**config.mk**
```make
export PLATFORM = sky130hd
export DESIGN_NAME = gpio_irq_detect
export DESIGN_NICKNAME = d
export VERILOG_FILES = /design/src/rtl/gpio_irq_pkg.sv /design/src/rtl/gpio_irq_sync.sv /design/src/rtl/gpio_irq_trig.sv /design/src/rtl/gpio_irq_regs.sv /design/src/rtl/gpio_irq_detect.sv
export SDC_FILE = /design/constraint.sdc
export NUM_CORES = 1
export LEC_CHECK = 0
export ABC_AREA = 1
export CAP_MARGIN = 20
export CORE_MARGIN = 2
export CORE_UTILIZATION = 45
export DETAILED_ROUTE_END_ITERATION = 12
export DONT_BUFFER_PORTS = 1
export SETUP_SLACK_MARGIN = 0.5
export SLEW_MARGIN = 20
export SYNTH_ARGS = -nofsm -noshare
export SYNTH_HDL_FRONTEND = slang
export SYNTH_SLANG_ARGS = --single-unit
export TNS_END_PERCENT = 5
```
**constraint.sdc**
```tcl
create_clock -name clk -period 1.7 [get_ports clk]
set_input_delay 0.17 -clock clk [delete_from_list [all_inputs] [get_ports clk]]
set_output_delay 0.17 -clock clk [all_outputs]
set_load 0.05 [all_outputs]
```
**src/rtl/gpio_irq_pkg.sv**
```systemverilog
package gpio_irq_pkg;
  localparam int REG_ADDR_W = 3;

  typedef enum logic [REG_ADDR_W-1:0] {
    REG_LVL_SEL = 3'd0,
    REG_DUAL    = 3'd1,
    REG_POL     = 3'd2,
    REG_MASK    = 3'd3,
    REG_RAW     = 3'd4,
    REG_MSTAT   = 3'd5,
    REG_CLEAR   = 3'd6
  } reg_sel_e;
endpackage

```
**src/rtl/gpio_irq_sync.sv**
```systemverilog
module gpio_irq_sync #(
  parameter int NPIN   = 8,
  parameter int STAGES = 2
) (
  input  logic            clk,
  input  logic            rst_n,
  input  logic [NPIN-1:0] pin_i,
  output logic [NPIN-1:0] pin_s
);
  logic [STAGES-1:0][NPIN-1:0] chain_q;

  genvar g;
  generate
    for (g = 0; g < STAGES; g++) begin : g_stage
      if (g == 0) begin : g_first
        always_ff @(posedge clk or negedge rst_n)
          if (!rst_n) chain_q[g] <= '0;
          else        chain_q[g] <= pin_i;
      end else begin : g_next
        always_ff @(posedge clk or negedge rst_n)
          if (!rst_n) chain_q[g] <= '0;
          else        chain_q[g] <= chain_q[g-1];
      end
    end
  endgenerate

  assign pin_s = chain_q[STAGES-1];
endmodule

```
**src/rtl/gpio_irq_trig.sv**
```systemverilog
module gpio_irq_trig #(
  parameter int NPIN = 8
) (
  input  logic            clk,
  input  logic            rst_n,
  input  logic [NPIN-1:0] pin_s,
  input  logic [NPIN-1:0] lvl_sel,
  input  logic [NPIN-1:0] dual,
  input  logic [NPIN-1:0] pol,
  input  logic [NPIN-1:0] clr,
  output logic [NPIN-1:0] flag
);
  logic [NPIN-1:0] prev_q;
  logic [NPIN-1:0] flag_q;
  logic [NPIN-1:0] hit;

  always_ff @(posedge clk or negedge rst_n)
    if (!rst_n) prev_q <= '0;
    else        prev_q <= pin_s;

  genvar g;
  generate
    for (g = 0; g < NPIN; g++) begin : g_pin
      logic rise, fall, lvl_hit, edge_hit;
      always_comb begin
        rise     = pin_s[g] & ~prev_q[g];
        fall     = ~pin_s[g] & prev_q[g];
        lvl_hit  = (pin_s[g] == pol[g]);
        edge_hit = dual[g] ? (rise | fall) : (pol[g] ? rise : fall);
        hit[g]   = lvl_sel[g] ? lvl_hit : edge_hit;
      end

      // trigger wins over a clear in the same cycle
      always_ff @(posedge clk or negedge rst_n)
        if (!rst_n) flag_q[g] <= 1'b0;
        else        flag_q[g] <= (flag_q[g] & ~clr[g]) | hit[g];

      a_r2_level_sets: assert property (@(posedge clk) disable iff (!rst_n)
        lvl_sel[g] && (pin_s[g] == pol[g]) |=> flag_q[g]);

      a_r3_rise_sets: assert property (@(posedge clk) disable iff (!rst_n)
        !lvl_sel[g] && !dual[g] && pol[g] && pin_s[g] && !prev_q[g] |=> flag_q[g]);

      a_r4_dual_sets: assert property (@(posedge clk) disable iff (!rst_n)
        !lvl_sel[g] && dual[g] && (pin_s[g] != prev_q[g]) |=> flag_q[g]);

      a_r6_sticky: assert property (@(posedge clk) disable iff (!rst_n)
        flag_q[g] && !clr[g] |=> flag_q[g]);

      a_r7_clear_drops: assert property (@(posedge clk) disable iff (!rst_n)
        clr[g] && (pin_s[g] == prev_q[g]) && !(lvl_sel[g] && pin_s[g] == pol[g])
        |=> !flag_q[g]);

      a_r8_clear_collision: assert property (@(posedge clk) disable iff (!rst_n)
        clr[g] && !lvl_sel[g] && dual[g] && (pin_s[g] != prev_q[g]) |=> flag_q[g]);
    end
  endgenerate

  assign flag = flag_q;
endmodule

```
**src/rtl/gpio_irq_regs.sv**
```systemverilog
module gpio_irq_regs
  import gpio_irq_pkg::*;
#(
  parameter int NPIN = 8
) (
  input  logic                  clk,
  input  logic                  rst_n,
  input  logic                  wr_en,
  input  logic [REG_ADDR_W-1:0] addr,
  input  logic [NPIN-1:0]       wdata,
  input  logic [NPIN-1:0]       raw,
  output logic [NPIN-1:0]       lvl_sel,
  output logic [NPIN-1:0]       dual,
  output logic [NPIN-1:0]       pol,
  output logic [NPIN-1:0]       mask,
  output logic [NPIN-1:0]       clr,
  output logic [NPIN-1:0]       mstat,
  output logic [NPIN-1:0]       rdata
);
  logic [NPIN-1:0] lvl_q, dual_q, pol_q, mask_q;

  always_ff @(posedge clk or negedge rst_n)
    if (!rst_n) begin
      lvl_q  <= '0;
      dual_q <= '0;
      pol_q  <= '0;
      mask_q <= '0;
    end else if (wr_en) begin
      case (addr)
        REG_LVL_SEL: lvl_q  <= wdata;
        REG_DUAL:    dual_q <= wdata;
        REG_POL:     pol_q  <= wdata;
        REG_MASK:    mask_q <= wdata;
        default:     ;
      endcase
    end

  assign clr   = (wr_en && addr == REG_CLEAR) ? wdata : '0;
  assign mstat = raw & mask_q;

  always_comb begin
    case (addr)
      REG_LVL_SEL: rdata = lvl_q;
      REG_DUAL:    rdata = dual_q;
      REG_POL:     rdata = pol_q;
      REG_MASK:    rdata = mask_q;
      REG_RAW:     rdata = raw;
      REG_MSTAT:   rdata = mstat;
      default:     rdata = '0;
    endcase
  end

  assign lvl_sel = lvl_q;
  assign dual    = dual_q;
  assign pol     = pol_q;
  assign mask    = mask_q;

  a_r1_status_not_written: assert property (@(posedge clk) disable iff (!rst_n)
    wr_en && (addr == REG_RAW || addr == REG_MSTAT)
    |=> $stable(lvl_q) && $stable(dual_q) && $stable(pol_q) && $stable(mask_q));
endmodule

```
**src/rtl/gpio_irq_detect.sv**
```systemverilog
module gpio_irq_detect
  import gpio_irq_pkg::*;
#(
  parameter int NPIN        = 8,
  parameter int SYNC_STAGES = 2
) (
  input  logic                  clk,
  input  logic                  rst_n,
  input  logic [NPIN-1:0]       pin_i,
  input  logic                  wr_en,
  input  logic [REG_ADDR_W-1:0] addr,
  input  logic [NPIN-1:0]       wdata,
  output logic [NPIN-1:0]       rdata,
  output logic                  irq_o
);
  logic [NPIN-1:0] pin_s, lvl_sel, dual, pol, mask, clr, flag, mstat;

  gpio_irq_sync #(.NPIN(NPIN), .STAGES(SYNC_STAGES)) u_sync (
    .clk(clk), .rst_n(rst_n), .pin_i(pin_i), .pin_s(pin_s));

  gpio_irq_trig #(.NPIN(NPIN)) u_trig (
    .clk(clk), .rst_n(rst_n), .pin_s(pin_s), .lvl_sel(lvl_sel), .dual(dual),
    .pol(pol), .clr(clr), .flag(flag));

  gpio_irq_regs #(.NPIN(NPIN)) u_regs (
    .clk(clk), .rst_n(rst_n), .wr_en(wr_en), .addr(addr), .wdata(wdata),
    .raw(flag), .lvl_sel(lvl_sel), .dual(dual), .pol(pol), .mask(mask),
    .clr(clr), .mstat(mstat), .rdata(rdata));

  assign irq_o = |mstat;

  a_r5_masked_quiet: assert property (@(posedge clk) disable iff (!rst_n)
    (mask == '0) |-> !irq_o);

  a_r5_irq_has_flag: assert property (@(posedge clk) disable iff (!rst_n)
    irq_o |-> (flag != '0));
endmodule

```
==> results.ini <==
[critical_path]
critical_path_class=flip-flop to output port
startpoint_type=flip-flop
arrival_ps=1280
required_ps=1530
rrSetupSlack_ps=560
cp_max_fo=3
r2r-end=u_trig.flag[1]
r2r-start=u_sync.pin_s[1]
critPathMaxStageDelay_ps=410
reg2reg_depth=5
worst_path_max_delay_cell=dfrtp_1
cp-end-kind=output port
crit_chain=nand2_1, nand4_1, or2_4

[cts]
path_clk_slew_ps=70
cts-root-buf=clkbuf_8
cts_sinks=64
cts_tree=yes
htreeDepth=3
clockBufferDepth=2
cts_inserted_buffers=9
hold_buffers=8
clkLatencyLatePin_ps=330

[placement]
dp.cells=487
gp_congestion=0.8906
dpl.hpwl_um=5005
portBuffers=0
detailedPlace.worstSlack_ps=446.7
dpl_cell_area_mm2=0.003358

[sta]
setup_viol=0
tns_ps=0
finalClockSkew_ps=3.449
worst_pin_slew_ps=517.9
period_share_pct=85.48
finalWorstSetupSlack_ps=246.9
grt_setup_unrepaired=true
finalHoldViolCount=64
finalCriticalPeriod_ps=1453
hold-worst-slack_ps=-471.1
drv_slew=0
max_freq_mhz=688.2
slew_headroom_pct=65.44

[global_route]
grt_usage_pct=20.80
antenna_found_initial=0
grt_pass1_wl_um=12280
grt_pass1_vias=2465
grt-ovfl-total=0
grt_max_degree=65

[finish]
drive_above_1_share_pct=11.30
diodes=0
fin_cells=512
layout_common_cells=nand2_1 (108), dfrtp_1 (64), nand3_1 (53), inv_1 (46), o21ai_0 (24)
nets=452
mostFrequentLayoutCell=nand2_1
post-route-cell-area_mm2=0.003680
final_util_pct=53.57
syn2layout_area_growth_pct=13.90

[pwr]
powerDensity_mw_per_mm2=1035
vdd_ir_drop_max_mv=0.6632
p_total_mw=3.808
leakage_nw=1.874

[synth]
synthesis.area_mm2=0.003231
syn-instance-count=400
seq_area_frac_synth_pct=49.57
synth_fp_nets=438
ys_types=25
synth_seq_cells=64
avgSynthCellArea_um2=8.076
ys.warnings.count=0

[routing]
routedWlPerCell_um=14.24
drtIter0Drc=130
first_pass_iters=4
via_per_inst=4.979
drc=0
dr_total_vias=2549
ant_nets=0
drt_wl_total_um=7289

[floorplanning]
die-area_mm2=0.007873
die_x_um=88.73
num_rows=30
ios=31
die_h_um=88.73
start_util_pct=47.03
coreArea_mm2=0.006869

[job]
maxCapViolCount=0

[status]
violations=negative hold slack
status=finished, violations left

[hold_path]
hp-class=input pin to async pin

power breakdown:
part | switching, mW | internal (mW) | total, mW
Clock | 0.541 | 0.665 | 1.21
Combinational | 0.445 | 0.250 | 0.696
Sequential | 0.196 | 1.71 | 1.91
cell families after synthesis:
group | share of synthesized area, %
flops | 49.57
buf+inv | 7.552
simple gates | 28.62
compound gates | 8.056
fa+ha+maj | 6.197
registers in the layout, summed over array words and instances (netlist names):
| signal | cells |
|---|---|
| u_regs.dual | 8 |
| u_trig.flag | 8 |
| u_sync.pin_s | 8 |
| u_sync.chain_q | 8 |
| u_regs.lvl_sel | 8 |
| u_regs.pol | 8 |
| u_regs.mask | 8 |
| u_trig.prev_q | 8 |
worst max-delay path by stage:
stage	slack, ps	start	cells after the start	end
2_1_floorplan	510	addr[1]	7	rdata[7]
3_3_place_gp	460	addr[1]	5	rdata[3]
3_5_place_dp	450	addr[1]	5	rdata[2]
4_1_cts	240	u_trig.flag[2]	3	irq_o
5_1_grt	170	u_trig.flag[7]	6	rdata[7]
6_report	250	u_trig.flag[2]	3	irq_o
worst max-delay path: cells and delay by family, from the launching register on:
kind          cells  cell delay [ps]
simple gates      3              550
flops             1              410
cells in the mapped netlist (all sizes together):
cell type	n	area (um2)
a21oi	12	60.06
buf	8	50.04
clkbuf	2	7.510
clkinv	1	3.750
dfrtp	64	1602
ha	16	200.2
inv	48	182.7
nand2	121	461.7
nand3	56	285.3
nand4	7	43.79
nor2	22	106.4
nor3	2	21.27
o21ai	40	200.2
or2	1	6.260
layer usage:
metal	global-route usage, %	part of all wire, %	wire [um]
met2	30.33	45	3269
met1	30.65	46	3387
met4	4.959	0.91	66
met3	6.063	7.8	565
met5	0	0	0
area by class of cell:
cell class / instances / area, um2
Clock buffer: 13 / 178.9
Fill cell: 651 / 3189
Inverter: 49 / 191.4
Multi-Input combinational cell: 277 / 1470
Sequential cell: 64 / 1602
Tap cell: 96 / 120.1
Timing Repair Buffer: 13 / 117.6
what timing repair did:
item	in CTS	in global routing
hold endpoints to repair	72	64
setup endpoints to repair	9	16
setup buffers	3	1
pin swaps	8	5
resized for setup	11	0
Power figures use the tool's default switching activity.
